## config.mk

```make
export PLATFORM = sky130hd
export DESIGN_NAME = xfp_add_engine
export DESIGN_NICKNAME = d
export VERILOG_FILES = /design/src/rtl/xfp_pkg.sv /design/src/rtl/xfp_align.sv /design/src/rtl/xfp_norm.sv /design/src/rtl/xfp_status.sv /design/src/rtl/xfp_add_engine.sv
export SDC_FILE = /design/constraint.sdc
export NUM_CORES = 1
export LEC_CHECK = 0
export ABC_AREA = 1
export BUFFER_PORTS_ARGS = -buffer_cell sky130_fd_sc_hd__buf_4
export CORE_ASPECT_RATIO = 0.9
export CORE_UTILIZATION = 35
export DETAILED_ROUTE_END_ITERATION = 10
export PLACE_DENSITY_LB_ADDON = 0.1
export SYNTH_ARGS = -nofsm -noshare
export SYNTH_HDL_FRONTEND = slang
export SYNTH_SLANG_ARGS = --single-unit
```

## constraint.sdc

```tcl
create_clock -name clk -period 8.5 [get_ports clk]
set_input_delay 1.275 -clock clk [delete_from_list [all_inputs] [get_ports clk]]
set_output_delay 1.275 -clock clk [all_outputs]
set_load 0.1 [all_outputs]
```

## src/rtl/xfp_pkg.sv

```systemverilog
package xfp_pkg;

    localparam int MANT_W = 40;
    localparam int EXP_W  = 8;
    localparam int DIFF_W = EXP_W + 1;

    typedef logic signed [MANT_W-1:0] mant_t;
    typedef logic signed [EXP_W-1:0]  exp_t;
    typedef logic signed [DIFF_W-1:0] dexp_t;

    typedef struct packed {
        mant_t m;
        exp_t  e;
    } xfp_t;

    // Output of the align/add stage, ready for normalization
    typedef struct packed {
        mant_t m;
        exp_t  e;
        logic  sat;   // exponent overflow, m/e already saturated
        logic  zero;  // mantissa sum is exactly zero
    } addsum_t;

    typedef enum logic [3:0] {
        CS_NEG  = 4'b0001,
        CS_ZERO = 4'b0010,
        CS_POS  = 4'b0100
    } cstat_e;

    typedef enum logic {
        ST_IDLE,
        ST_SHIFT
    } nstate_e;

    localparam exp_t  EXP_TOP      = {1'b0, {(EXP_W-1){1'b1}}};
    localparam exp_t  EXP_BOT      = {1'b1, {(EXP_W-1){1'b0}}};
    localparam mant_t MANT_POS_SAT = {1'b0, {(MANT_W-1){1'b1}}};
    localparam mant_t MANT_NEG_SAT = {1'b1, {(MANT_W-1){1'b0}}};

    // Arithmetic right shift that collapses to sign fill for large counts
    function automatic mant_t sar_sat(input mant_t v, input logic [DIFF_W-1:0] n);
        if (n >= DIFF_W'(MANT_W)) begin
            return {MANT_W{v[MANT_W-1]}};
        end
        return v >>> n;
    endfunction

    function automatic cstat_e classify(input mant_t m);
        if (m == '0) begin
            return CS_ZERO;
        end
        if (m[MANT_W-1]) begin
            return CS_NEG;
        end
        return CS_POS;
    endfunction

endpackage

```

## src/rtl/xfp_align.sv

```systemverilog
module xfp_align
    import xfp_pkg::*;
(
    input  xfp_t    acc_i,
    input  xfp_t    opd_i,
    output addsum_t sum_o
);

    dexp_t             diff;
    dexp_t             ndiff;
    mant_t             ma;
    mant_t             mb;
    exp_t              ebase;
    logic [MANT_W:0]   raw;
    logic              mant_ovf;
    dexp_t             einc;

    // Exponent comparison and alignment of the smaller operand
    always_comb begin
        diff  = {acc_i.e[EXP_W-1], acc_i.e} - {opd_i.e[EXP_W-1], opd_i.e};
        ndiff = -diff;
        if (acc_i.m == '0) begin
            ma    = '0;
            mb    = opd_i.m;
            ebase = opd_i.e;
        end else if (!diff[DIFF_W-1]) begin
            ma    = acc_i.m;
            mb    = sar_sat(opd_i.m, diff);
            ebase = acc_i.e;
        end else if (opd_i.m != '0) begin
            ma    = sar_sat(acc_i.m, ndiff);
            mb    = opd_i.m;
            ebase = opd_i.e;
        end else begin
            ma    = acc_i.m;
            mb    = '0;
            ebase = acc_i.e;
        end
    end

    // Add with one guard bit, then carry-out correction and saturation
    always_comb begin
        raw      = {ma[MANT_W-1], ma} + {mb[MANT_W-1], mb};
        mant_ovf = raw[MANT_W] ^ raw[MANT_W-1];
        einc     = {ebase[EXP_W-1], ebase} + DIFF_W'(1);

        sum_o.m    = raw[MANT_W-1:0];
        sum_o.e    = ebase;
        sum_o.sat  = 1'b0;
        sum_o.zero = 1'b0;

        if (mant_ovf) begin
            if (einc >= dexp_t'(EXP_TOP)) begin
                sum_o.sat = 1'b1;
                sum_o.e   = EXP_TOP;
                sum_o.m   = raw[MANT_W] ? MANT_NEG_SAT : MANT_POS_SAT;
            end else begin
                sum_o.m = raw[MANT_W:1];
                sum_o.e = einc[EXP_W-1:0];
            end
        end else begin
            sum_o.zero = (raw[MANT_W-1:0] == '0);
        end
    end

endmodule

```

## src/rtl/xfp_norm.sv

```systemverilog
module xfp_norm
    import xfp_pkg::*;
(
    input  logic    clk,
    input  logic    rst,
    input  logic    start_i,
    input  addsum_t sum_i,
    output xfp_t    res_o,
    output logic    ovf_o,
    output logic    unf_o,
    output logic    done_o
);

    nstate_e state;
    mant_t   wm;
    exp_t    we;
    logic    wsat;
    logic    wzero;
    logic    is_norm;

    assign is_norm = wm[MANT_W-1] ^ wm[MANT_W-2];

    always_ff @(posedge clk) begin
        if (rst) begin
            state  <= ST_IDLE;
            wm     <= '0;
            we     <= '0;
            wsat   <= 1'b0;
            wzero  <= 1'b0;
            res_o  <= '0;
            ovf_o  <= 1'b0;
            unf_o  <= 1'b0;
            done_o <= 1'b0;
        end else begin
            done_o <= 1'b0;
            case (state)
                ST_IDLE: begin
                    if (start_i) begin
                        wm    <= sum_i.m;
                        we    <= sum_i.e;
                        wsat  <= sum_i.sat;
                        wzero <= sum_i.zero;
                        ovf_o <= 1'b0;
                        unf_o <= 1'b0;
                        state <= ST_SHIFT;
                    end
                end
                ST_SHIFT: begin
                    if (wsat) begin
                        res_o.m <= wm;
                        res_o.e <= we;
                        ovf_o   <= 1'b1;
                        done_o  <= 1'b1;
                        state   <= ST_IDLE;
                    end else if (wzero) begin
                        res_o   <= '0;
                        done_o  <= 1'b1;
                        state   <= ST_IDLE;
                    end else if (is_norm) begin
                        res_o.m <= wm;
                        res_o.e <= we;
                        done_o  <= 1'b1;
                        state   <= ST_IDLE;
                    end else if (we == EXP_BOT) begin
                        res_o   <= '0;
                        unf_o   <= 1'b1;
                        done_o  <= 1'b1;
                        state   <= ST_IDLE;
                    end else begin
                        wm <= {wm[MANT_W-2:0], 1'b0};
                        we <= we - exp_t'(1);
                    end
                end
                default: state <= ST_IDLE;
            endcase
        end
    end

    AST_SAT_LIMITS: assert property (@(posedge clk) disable iff (rst)
        (done_o && ovf_o) |-> (res_o.e == EXP_TOP &&
            (res_o.m == MANT_POS_SAT || res_o.m == MANT_NEG_SAT)));

    AST_UNF_FLUSH: assert property (@(posedge clk) disable iff (rst)
        (done_o && unf_o) |-> (res_o.m == '0 && res_o.e == '0));

    AST_NORM_FORM: assert property (@(posedge clk) disable iff (rst)
        (done_o && !ovf_o && res_o.m != '0) |->
            (res_o.m[MANT_W-1] != res_o.m[MANT_W-2]));

    AST_ZERO_EXP: assert property (@(posedge clk) disable iff (rst)
        (done_o && res_o.m == '0) |-> (res_o.e == '0 && !ovf_o));

    AST_DONE_PULSE: assert property (@(posedge clk) disable iff (rst)
        done_o |=> !done_o);

    AST_HOLD_IDLE: assert property (@(posedge clk) disable iff (rst)
        (state == ST_IDLE && !start_i) |=>
            ($stable(res_o) && $stable(ovf_o) && $stable(unf_o)));

    AST_START_CLR: assert property (@(posedge clk) disable iff (rst)
        (state == ST_IDLE && start_i) |=>
            (state == ST_SHIFT && !ovf_o && !unf_o && !done_o));

    AST_BUSY_NODONE: assert property (@(posedge clk) disable iff (rst)
        (state == ST_SHIFT && $past(state) == ST_SHIFT) |-> !done_o);

    AST_FLAG_EXCL: assert property (@(posedge clk) disable iff (rst)
        !(ovf_o && unf_o));

endmodule

```

## src/rtl/xfp_status.sv

```systemverilog
module xfp_status
    import xfp_pkg::*;
(
    input  mant_t      mant_i,
    output logic [3:0] cs_o
);

    cstat_e cs;

    always_comb begin
        cs   = classify(mant_i);
        cs_o = cs;
    end

endmodule

```

## src/rtl/xfp_add_engine.sv

```systemverilog
module xfp_add_engine
    import xfp_pkg::*;
(
    input  logic              clk,
    input  logic              rst,
    input  logic              start,
    input  logic [MANT_W-1:0] acc_mant,
    input  logic [EXP_W-1:0]  acc_exp,
    input  logic [MANT_W-1:0] opd_mant,
    input  logic [EXP_W-1:0]  opd_exp,
    output logic              done,
    output logic [MANT_W-1:0] res_mant,
    output logic [EXP_W-1:0]  res_exp,
    output logic              ovf_irq,
    output logic              unf_irq,
    output logic [3:0]        cond
);

    xfp_t    acc_w;
    xfp_t    opd_w;
    addsum_t sum_w;
    xfp_t    res_w;

    assign acc_w = {acc_mant, acc_exp};
    assign opd_w = {opd_mant, opd_exp};

    xfp_align u_align (
        .acc_i (acc_w),
        .opd_i (opd_w),
        .sum_o (sum_w)
    );

    xfp_norm u_norm (
        .clk     (clk),
        .rst     (rst),
        .start_i (start),
        .sum_i   (sum_w),
        .res_o   (res_w),
        .ovf_o   (ovf_irq),
        .unf_o   (unf_irq),
        .done_o  (done)
    );

    xfp_status u_status (
        .mant_i (res_w.m),
        .cs_o   (cond)
    );

    assign res_mant = res_w.m;
    assign res_exp  = res_w.e;

    AST_CS_ONEHOT: assert property (@(posedge clk) disable iff (rst)
        $countones(cond) == 1);

endmodule

```

==> results.json, run 1 <==
{
  "synth-seq-cells": 102,
  "endpoint_kind": "flop",
  "die_y_um": 199,
  "cts_resized": 0,
  "die_area_um2": 44000,
  "gp_congestion": 0.996,
  "numCtsBuffers": 9,
  "clk_path_buf_depth": 2,
  "yosys.cell_types.count": 52,
  "ctsHtreeMaxLevel": 3,
  "antenna_found_initial": 0,
  "final-hold-violation-count": 0,
  "drt_iter0_drc": 2546,
  "yosys.area.top_type": "nand2_1",
  "dp_hpwl_mm": 55.3,
  "powerDensity_nw_per_um2": 257,
  "fin_cells": 3450,
  "hold_slack_ns": 0.474,
  "final_area_um2": 16900,
  "critical_path_class": "in -> reg",
  "cts_tree": "yes",
  "rows": 71,
  "cts_hold_buf": 0,
  "r2r_cells": 8,
  "cp_max_fo": 30,
  "critPathRequiredTime_ns": 8.72,
  "routed_via_density": 5.77,
  "yosysWarnings": 0,
  "numPortBuffers": 152,
  "outcome": "complete, no violations",
  "grt_max_degree": 84,
  "grt_overflow": 0,
  "hold_path.class": "reg -> reg",
  "post_cts_buffers": 0,
  "synth_seq_area_share": 0.135,
  "syn-instance-count": 2855,
  "crit_path_max_incr_delay_ns": 0.53,
  "drive_gt1_frac": 0.0930,
  "finalCritPeriodShare": 0.934,
  "critPathSlowestCell": "ha_1",
  "num_io_pins": 154,
  "dp.cells": 3434,
  "grt_pass1_vias": 18000,
  "start_util": 0.358,
  "core_um2": 42200,
  "drtPass1Iterations": 8,
  "cts_root_buf": "clkbuf_16",
  "tightest_slew_ns": 1.31,
  "r2r-end": "u_norm.we[5]",
  "wl_per_cell_um": 20.0,
  "crit_end": "u_norm.wm[16]",
  "max_cap_violations": 0,
  "yosys-top-cells-area": "nand2_1 (21%), nand3_1 (20%), dfxtp_1 (14%)",
  "skew_ns": 0.0120,
  "clk_latency_ns": 0.36,
  "avgSynthCellArea_um2": 5.30,
  "startpoint": "opd_exp[2]",
  "reg2reg_slack_ns": 4.85,
  "synth_top_cell_area_share": 0.210,
  "crit_path_start_kind": "primary input",
  "min_period_ns": 7.94,
  "fmax_ghz": 0.126,
  "grt_usage": 0.304,
  "final.setup.tns_ns": 0,
  "nNetsFinal": 3056,
  "wirelength_mm": 68.9,
  "crit_arrival_ns": 8.15,
  "rsz0062_at_grt": "false",
  "num_vias": 19900,
  "setup_viol": 0,
  "r2r-start": "u_norm.state",
  "cts.sinks": 102,
  "slew_viol_final": 0,
  "ant_nets": 0,
  "p_leak_uw": 0.00831,
  "ir_drop_mv": 0.116,
  "antenna_cells": 0,
  "fp.dieW_um": 221,
  "cts.clk_slew.worst_paths_ns": 0.07,
  "grt_pass1_wl_mm": 105,
  "syn_to_final_growth_pct": 12.1,
  "synth_nets": 3013,
  "dpl_cell_area_um2": 16600,
  "cp_common_cell": "nand2_1",
  "syn_area_um2": 15100,
  "relSlewSlack": 0.129,
  "drc": 0
}
[cell usage in the layout, fill, tap and decap left out, types with 3 or more instances in the layout]
cell / instances
a21o_1: 8
a21oi_1: 109
a21oi_2: 5
a22o_1: 3
a31oi_1: 49
buf_4: 202
clkbuf_16: 9
clkinv_1: 3
dfxtp_1: 102
ha_1: 56
inv_1: 230
inv_2: 7
nand2_1: 846
nand2_2: 15
nand3_1: 619
nand3b_1: 13
nand4_1: 16
nor2_1: 187
nor2_2: 4
nor3_1: 14
nor3_2: 3
nor4_1: 14
o211ai_1: 8
o21a_1: 5
o21ai_0: 221
o21ai_1: 54
o21bai_1: 5
o221ai_1: 5
o22ai_1: 14
or2_2: 3
xnor2_1: 18
xor2_1: 19
[layout make-up]
| cell class | instances | area, µm² |
|---|---|---|
| fill | 4825 | 25300 |
| multi-input combinational | 2342 | 11500 |
| sequential | 102 | 2040 |
| timing repair buffer | 203 | 1540 |
| inverter | 240 | 901 |
| tap | 547 | 684 |
| clock buffer | 11 | 243 |
| clock inverter | 5 | 58.8 |
[worst max-delay path: cells and delay by family]
family	cells	cell delay (ns)
adders and majority gates	2	0.98
buffers and inverters	3	0.45
and+or+nand+nor	24	3.88
AOI/OAI and AO/OA	6	1.32
xor gates and xnor gates	1	0.22
[state kept, by name, summed over array words and instances (netlist names)]
register	count
u_norm.done_o	1
u_norm.ovf_o	1
u_norm.res_o	48
u_norm.state	1
u_norm.unf_o	1
u_norm.we	8
u_norm.wm	40
u_norm.wsat	1
u_norm.wzero	1
[synthesized netlist by cell type (all sizes together)]
master and count:
ha 57, nor2 192, nand3b 13, o21bai 5, a22oi 2, a221oi 1
o21ai 277, o221a 1, a21oi 116, clkbuf 111, a22o 3, nand4 16
and3 2, o21a 5, o22ai 14, a21boi 4, nor4 14, xnor2 19
nand3 622, o2111ai 1, o211ai 8, xor2 21, o311ai 1, dfxtp 102
nand2 863, clkinv 3, conb 1, a21o 8, a31oi 49, or2 3
buf 60, nor3 17, inv 237, fa 2, o221ai 5
[power by group]
part / internal [µW] / switching (µW) / total (µW)
sequential: 578 / 94.1 / 672
clock: 237 / 186 / 422
combinational: 957 / 2310 / 3260
total: 1770 / 2580 / 4360
[kinds of logic (layout without fill, tap and decap cells)]
kind of cell / after synthesis / in the layout / synth area share
XOR/XNOR: 40 / 40 / 0.0242
AND/OR/NAND/NOR: 1742 / 1742 / 0.501
other: 1 / 1 / 0.000248
adder cells (fa/ha/maj): 59 / 59 / 0.0498
flip-flops: 102 / 102 / 0.135
buffers and inverters: 411 / 459 / 0.108
AO/OA/AOI/OAI: 500 / 500 / 0.181
[through the flow]
stage	util	power (µW)	setup WS [ns]
2_1_floorplan	-	2940	1.58
3_3_place_gp	0.394	3880	0.481
3_5_place_dp	0.394	3870	0.406
4_1_cts	0.402	4310	0.765
5_1_grt	0.402	4740	0.0550
6_report	0.402	4360	0.564
[worst min-delay path by stage]
stage / from / endpoint / depth (start not counted)
floorplan: u_norm.wm[37] / u_norm.wm[37] / 2
global placement: u_norm.res_o[2] / u_norm.res_o[2] / 2
detailed placement: u_norm.res_o[4] / u_norm.res_o[4] / 2
CTS: u_norm.res_o[2] / u_norm.res_o[2] / 2
global route: u_norm.res_o[4] / u_norm.res_o[4] / 2
finish: u_norm.res_o[3] / u_norm.res_o[3] / 2
[metal layers]
layer | up-vias | part of all wire | wire length (µm) | global-route usage
met5 | - | 0 | 0 | 0
met1 | 9321 | 0.47 | 32300 | 0.432
met4 | 0 | 0.023 | 1570 | 0.0686
met2 | 850 | 0.43 | 29600 | 0.476
li1 | 9651 | - | - | -
met3 | 100 | 0.080 | 5490 | 0.0512
(Power assumes the default switching activity.)
==> run 2, diff against run 1 <==
--- a/config.mk
+++ b/config.mk
@@ -9,6 +9,7 @@
 export BUFFER_PORTS_ARGS = -buffer_cell sky130_fd_sc_hd__buf_4
 export CORE_ASPECT_RATIO = 0.9
 export CORE_UTILIZATION = 35
+export CTS_BUF_LIST = sky130_fd_sc_hd__clkbuf_8
 export DETAILED_ROUTE_END_ITERATION = 10
 export PLACE_DENSITY_LB_ADDON = 0.1
 export SYNTH_ARGS = -nofsm -noshare
==> constraint.sdc (replaced) <==
create_clock -name clk -period 8.5 [get_ports clk]
set_input_delay 1.275 -clock clk [delete_from_list [all_inputs] [get_ports clk]]
set_output_delay 1.275 -clock clk [all_outputs]
set_load 0.02 [all_outputs]
==> run 2 against run 1 <==
Effect of this change: combinational power is 3% lower; sequential power hardly changed; largest power group unchanged; clock skew is 0.0027 ns higher; wire length is 0.20% lower; non-clock buffer count stayed put; flip-flop and latch count stayed put; critical path depth is 1 lower.
==> results.json, run 2 (synthesis results as in run 1) <==
{
  "powerDensity_nw_per_um2": 246,
  "top_layer": "met4",
  "numPortBuffers": 152,
  "die_area_um2": 44000,
  "cts_root_buf": "clkbuf_8",
  "fp.dieW_um": 221,
  "crit_path_max_incr_delay_ns": 0.59,
  "num_io_pins": 154,
  "drc": 0,
  "grt_usage": 0.303,
  "hold_path.class": "reg -> reg",
  "largest_register_ff_count": 48,
  "endpoint_kind": "flop",
  "rows": 71,
  "critPathRequiredTime_ns": 8.76,
  "ir_drop_mv": 0.109,
  "nNetsFinal": 3056,
  "drt_iter0_drc": 2472,
  "final.setup.tns_ns": 0,
  "dr_wl_met3_mm": 5.56,
  "fillers": 4833,
  "mostFrequentLayoutCell": "nand2_1",
  "slew_viol_final": 0,
  "antenna_cells": 0,
  "start_util": 0.358,
  "top_regs": "u_norm.res_o x48, u_norm.wm x40, u_norm.we x8",
  "wl_per_cell_um": 19.9,
  "final-hold-violation-count": 0,
  "p_leak_uw": 0.00827,
  "clk_path_buf_depth": 2,
  "grt_max_degree": 84,
  "top_register": "u_norm.res_o",
  "cts.clk_slew.worst_paths_ns": 0.10,
  "tightest_slew_ns": 1.29,
  "gp_congestion": 0.996,
  "skew_ns": 0.0147,
  "drtPass1Iterations": 7,
  "dp.cells": 3434,
  "cts_hold_buf": 0,
  "numCtsBuffers": 9,
  "wl_met1_mm": 32.2,
  "ant_nets": 0,
  "dp_hpwl_mm": 55.3,
  "finalPower_uw": 4140,
  "drive_gt1_frac": 0.0930,
  "finalCritPeriodShare": 0.926,
  "outcome": "complete, no violations",
  "max_cap_violations": 0,
  "ff_latch_area_um2": 2040,
  "cts_resized": 0,
  "cts.sinks": 102,
  "cp_max_fo": 30,
  "grt_pass1_vias": 18000,
  "critical_path_class": "in -> reg",
  "core_um2": 42200,
  "fmax_ghz": 0.127,
  "crit_path_start_kind": "primary input",
  "rsz0062_at_grt": "false",
  "hold_slack_ns": 0.479,
  "cts_tree": "yes",
  "num_vias": 20000,
  "relSlewSlack": 0.141,
  "wirelength_mm": 68.8,
  "ctsHtreeMaxLevel": 3,
  "multi_input_area_um2": 11500,
  "grt_pass1_wl_mm": 105,
  "route.met2.wl_mm": 29.5,
  "crit_arrival_ns": 8.13,
  "syn_to_final_growth_pct": 11.4,
  "cp_common_cell": "nand3_1",
  "grt_overflow": 0,
  "post_cts_buffers": 0,
  "clk_latency_ns": 0.40,
  "final_cell_mix": "nand2_1 (846), nand3_1 (619), inv_1 (231)",
  "final_util": 0.399,
  "routed_via_density": 5.80,
  "critPathSlowestCell": "fa_1",
  "fin_cells": 3450,
  "min_period_ns": 7.87,
  "die_y_um": 199,
  "reg2reg_slack_ns": 4.85,
  "setup_viol": 0,
  "antenna_found_initial": 0
}
[run 2: cell type report]
cell class | instances | area share
Clock buffer | 10 | 0.00817
Clock inverter | 6 | 0.00371
Inverter | 240 | 0.0535
Multi-Input combinational cell | 2342 | 0.682
Sequential cell | 102 | 0.121
Tap cell | 547 | 0.0406
Timing Repair Buffer | 203 | 0.0912
[run 2: path summary, 6_finish.rpt]
| check | from | endpoint | cells after the start |
|---|---|---|---|
| worst max-delay path | acc_exp[0] | u_norm.wm[8] | 35 |
| worst min-delay path | u_norm.res_o[3] | u_norm.res_o[3] | 2 |
| worst max register to register | u_norm.state | u_norm.we[5] | 8 |
| worst min register to register | u_norm.res_o[3] | u_norm.res_o[3] | 2 |
[run 2: metal layers]
metal / up-vias / GRT usage
li1: 9647 / -
met1: 9354 / 0.431
met2: 905 / 0.475
met3: 101 / 0.0512
met4: 0 / 0.0694
met5: - / 0
[run 2: stage by stage]
step / setup slack, ns / cell area (µm²)
finish: 0.628 / 16800
global route: 0.105 / 16800
CTS: 0.827 / 16800
detailed placement: 0.406 / 16600
global placement: 0.481 / 16600
floorplan: 1.58 / 15100
[run 2: worst max-delay path, delay by kind of cell]
kind,cells,cell delay (ns)
buf+inv,4,0.56
simple gates,21,3.41
fa+ha+maj,3,1.28
compound gates,6,1.32
xor+xnor,1,0.22
[run 2: power breakdown]
group	internal [µW]	total, µW	switching [µW]
Clock	143	318	175
Combinational	956	3150	2190
Sequential	577	671	94.3
==> run 3, diff against run 2 <==
--- a/config.mk
+++ b/config.mk
@@ -11,7 +11,7 @@
 export CORE_UTILIZATION = 35
 export CTS_BUF_LIST = sky130_fd_sc_hd__clkbuf_8
 export DETAILED_ROUTE_END_ITERATION = 10
-export PLACE_DENSITY_LB_ADDON = 0.1
+export PLACE_DENSITY = 0.52
 export SYNTH_ARGS = -nofsm -noshare
 export SYNTH_HDL_FRONTEND = slang
 export SYNTH_SLANG_ARGS = --single-unit
==> run 3 against run 2 <==
Effect of this change: worst setup slack lost 0.067 ns; flip-flop and latch count is the same; sequential power about the same; register-to-register slack got worse by 0.05 ns; highest routed layer unchanged.
==> results.json, run 3 (synthesis results as in run 1) <==
{
  "dpl_cell_area_um2": 16700,
  "hold_depth": 2,
  "cts_hold_buf": 0,
  "slew_viol_final": 0,
  "wl_per_cell_um": 19.8,
  "numCtsBuffers": 9,
  "drive_gt1_frac": 0.0933,
  "hold_path.class": "reg -> reg",
  "r2r-end": "u_norm.we[7]",
  "r2r-start": "u_norm.state",
  "crit_path_start_kind": "primary input",
  "finalPower_uw": 4090,
  "fp.dieW_um": 221,
  "fmax_ghz": 0.126,
  "cp_max_fo": 77,
  "clk_path_buf_depth": 2,
  "final-hold-violation-count": 0,
  "final_area_um2": 16800,
  "p_leak_uw": 0.00826,
  "antenna_cells": 0,
  "top_regs": "u_norm.res_o x48, u_norm.wm x40, u_norm.we x8",
  "powerDensity_nw_per_um2": 243,
  "syn_to_final_growth_pct": 11.3,
  "multi_input_area_um2": 11500,
  "drt_iter0_drc": 2068,
  "post_cts_buffers": 0,
  "rsz0062_at_grt": "false",
  "start_util": 0.358,
  "critPathRequiredTime_ns": 8.76,
  "ctsHtreeMaxLevel": 3,
  "wirelength_mm": 68.4,
  "crit_path_max_incr_delay_ns": 0.43,
  "ir_drop_mv": 0.111,
  "largest_register_ff_count": 48,
  "antenna_found_initial": 0,
  "top_register": "u_norm.res_o",
  "ff_latch_area_um2": 2040,
  "cts.sinks": 102,
  "reg2reg_slack_ns": 4.80,
  "finalCritPeriodShare": 0.934,
  "grt_overflow": 0,
  "grt_pass1_wl_mm": 105,
  "nNetsFinal": 3057,
  "cts_tree": "yes",
  "fillers": 4835,
  "num_io_pins": 154,
  "max_cap_violations": 0,
  "clk_latency_ns": 0.39,
  "hold_slack_ns": 0.481,
  "tightest_slew_ns": 1.26,
  "ant_nets": 0,
  "core_um2": 42200,
  "min_period_ns": 7.94,
  "die_area_um2": 44000,
  "min_delay_worst_endpoint": "u_norm.res_o[2]",
  "final_cell_mix": "nand2_1 (846), nand3_1 (619), inv_1 (231)",
  "grt_max_degree": 84,
  "relSlewSlack": 0.162,
  "drtPass1Iterations": 8,
  "cts.clk_slew.worst_paths_ns": 0.10,
  "gp_congestion": 0.998,
  "dpl_worst_slack_ns": 0.359,
  "outcome": "complete, no violations",
  "hp-start": "u_norm.res_o[2]",
  "die_y_um": 199,
  "setup_viol": 0,
  "drc": 0,
  "grt_pass1_vias": 18000,
  "dp_hpwl_mm": 55.1,
  "fin_ws_ns": 0.561,
  "num_vias": 19800,
  "final.setup.tns_ns": 0,
  "critPathSlowestCell": "fa_1",
  "rows": 71,
  "r2r_cells": 7,
  "skew_ns": 0.00918,
  "cts_resized": 0,
  "grt_usage": 0.304,
  "mostFrequentLayoutCell": "nand2_1",
  "crit_arrival_ns": 8.19,
  "cts_root_buf": "clkbuf_8",
  "endpoint_kind": "flop",
  "routed_via_density": 5.74,
  "numPortBuffers": 152,
  "cp_common_cell": "nand2_1",
  "critical_path_class": "in -> reg"
}
run 3: cell count changes in the layout (fill, tap and decap cells not counted):
cell	change
inv_6	+1
bufinv_16	-1
clkinv_2	+1
buf_4	+1
clkinv_4	-1
run 3: critical path, delay by kind of cell:
kind / cells / cell delay [ns]
buffers and inverters: 5 / 0.61
AO/OA/AOI/OAI: 5 / 1.11
XOR/XNOR: 1 / 0.24
adder cells (fa/ha/maj): 3 / 0.86
AND/OR/NAND/NOR: 26 / 4.06
run 3: worst max-delay path by stage:
stage                     cells after the start  slack, ns  startpoint            end
after detailed placement                     40       0.36  acc_exp[0]  u_norm.wm[11]
final                                        40       0.56  acc_exp[0]  u_norm.wm[11]
after global routing                         40       0.03  acc_exp[0]   u_norm.wm[8]
after floorplan                              42       1.58  acc_exp[0]   u_norm.we[3]
after CTS                                    40       0.79  acc_exp[0]  u_norm.wm[11]
after global placement                       42       0.41  acc_exp[0]   u_norm.wzero
run 3: power by group:
group          leakage [µW]  internal [µW]  switching (µW)
Sequential         0.000832            577            91.0
Clock             0.0000899            113             172
Combinational       0.00734            959            2170
Total               0.00826           1650            2440
run 3: cell type report:
class / count / area share
Sequential cell: 102 / 0.121
Multi-Input combinational cell: 2342 / 0.682
Inverter: 240 / 0.0535
Clock inverter: 6 / 0.00223
Timing Repair Buffer: 204 / 0.0918
Clock buffer: 10 / 0.00818
Tap cell: 547 / 0.0407
run 3: through the flow:
| stage | std cells | utilization |
|---|---|---|
| 3_5_place_dp | 3435 | 0.395 |
| 6_report | 3451 | 0.399 |
| 3_3_place_gp | 3435 | 0.395 |
| 2_1_floorplan | 2855 | - |
| 4_1_cts | 3451 | 0.399 |
| 5_1_grt | 3451 | 0.399 |
run 3: metal layers:
| layer | wire [µm] | GRT usage |
|---|---|---|
| met5 | 0 | 0 |
| met2 | 29500 | 0.482 |
| met4 | 1450 | 0.0629 |
| met3 | 4590 | 0.0326 |
| met1 | 32800 | 0.441 |
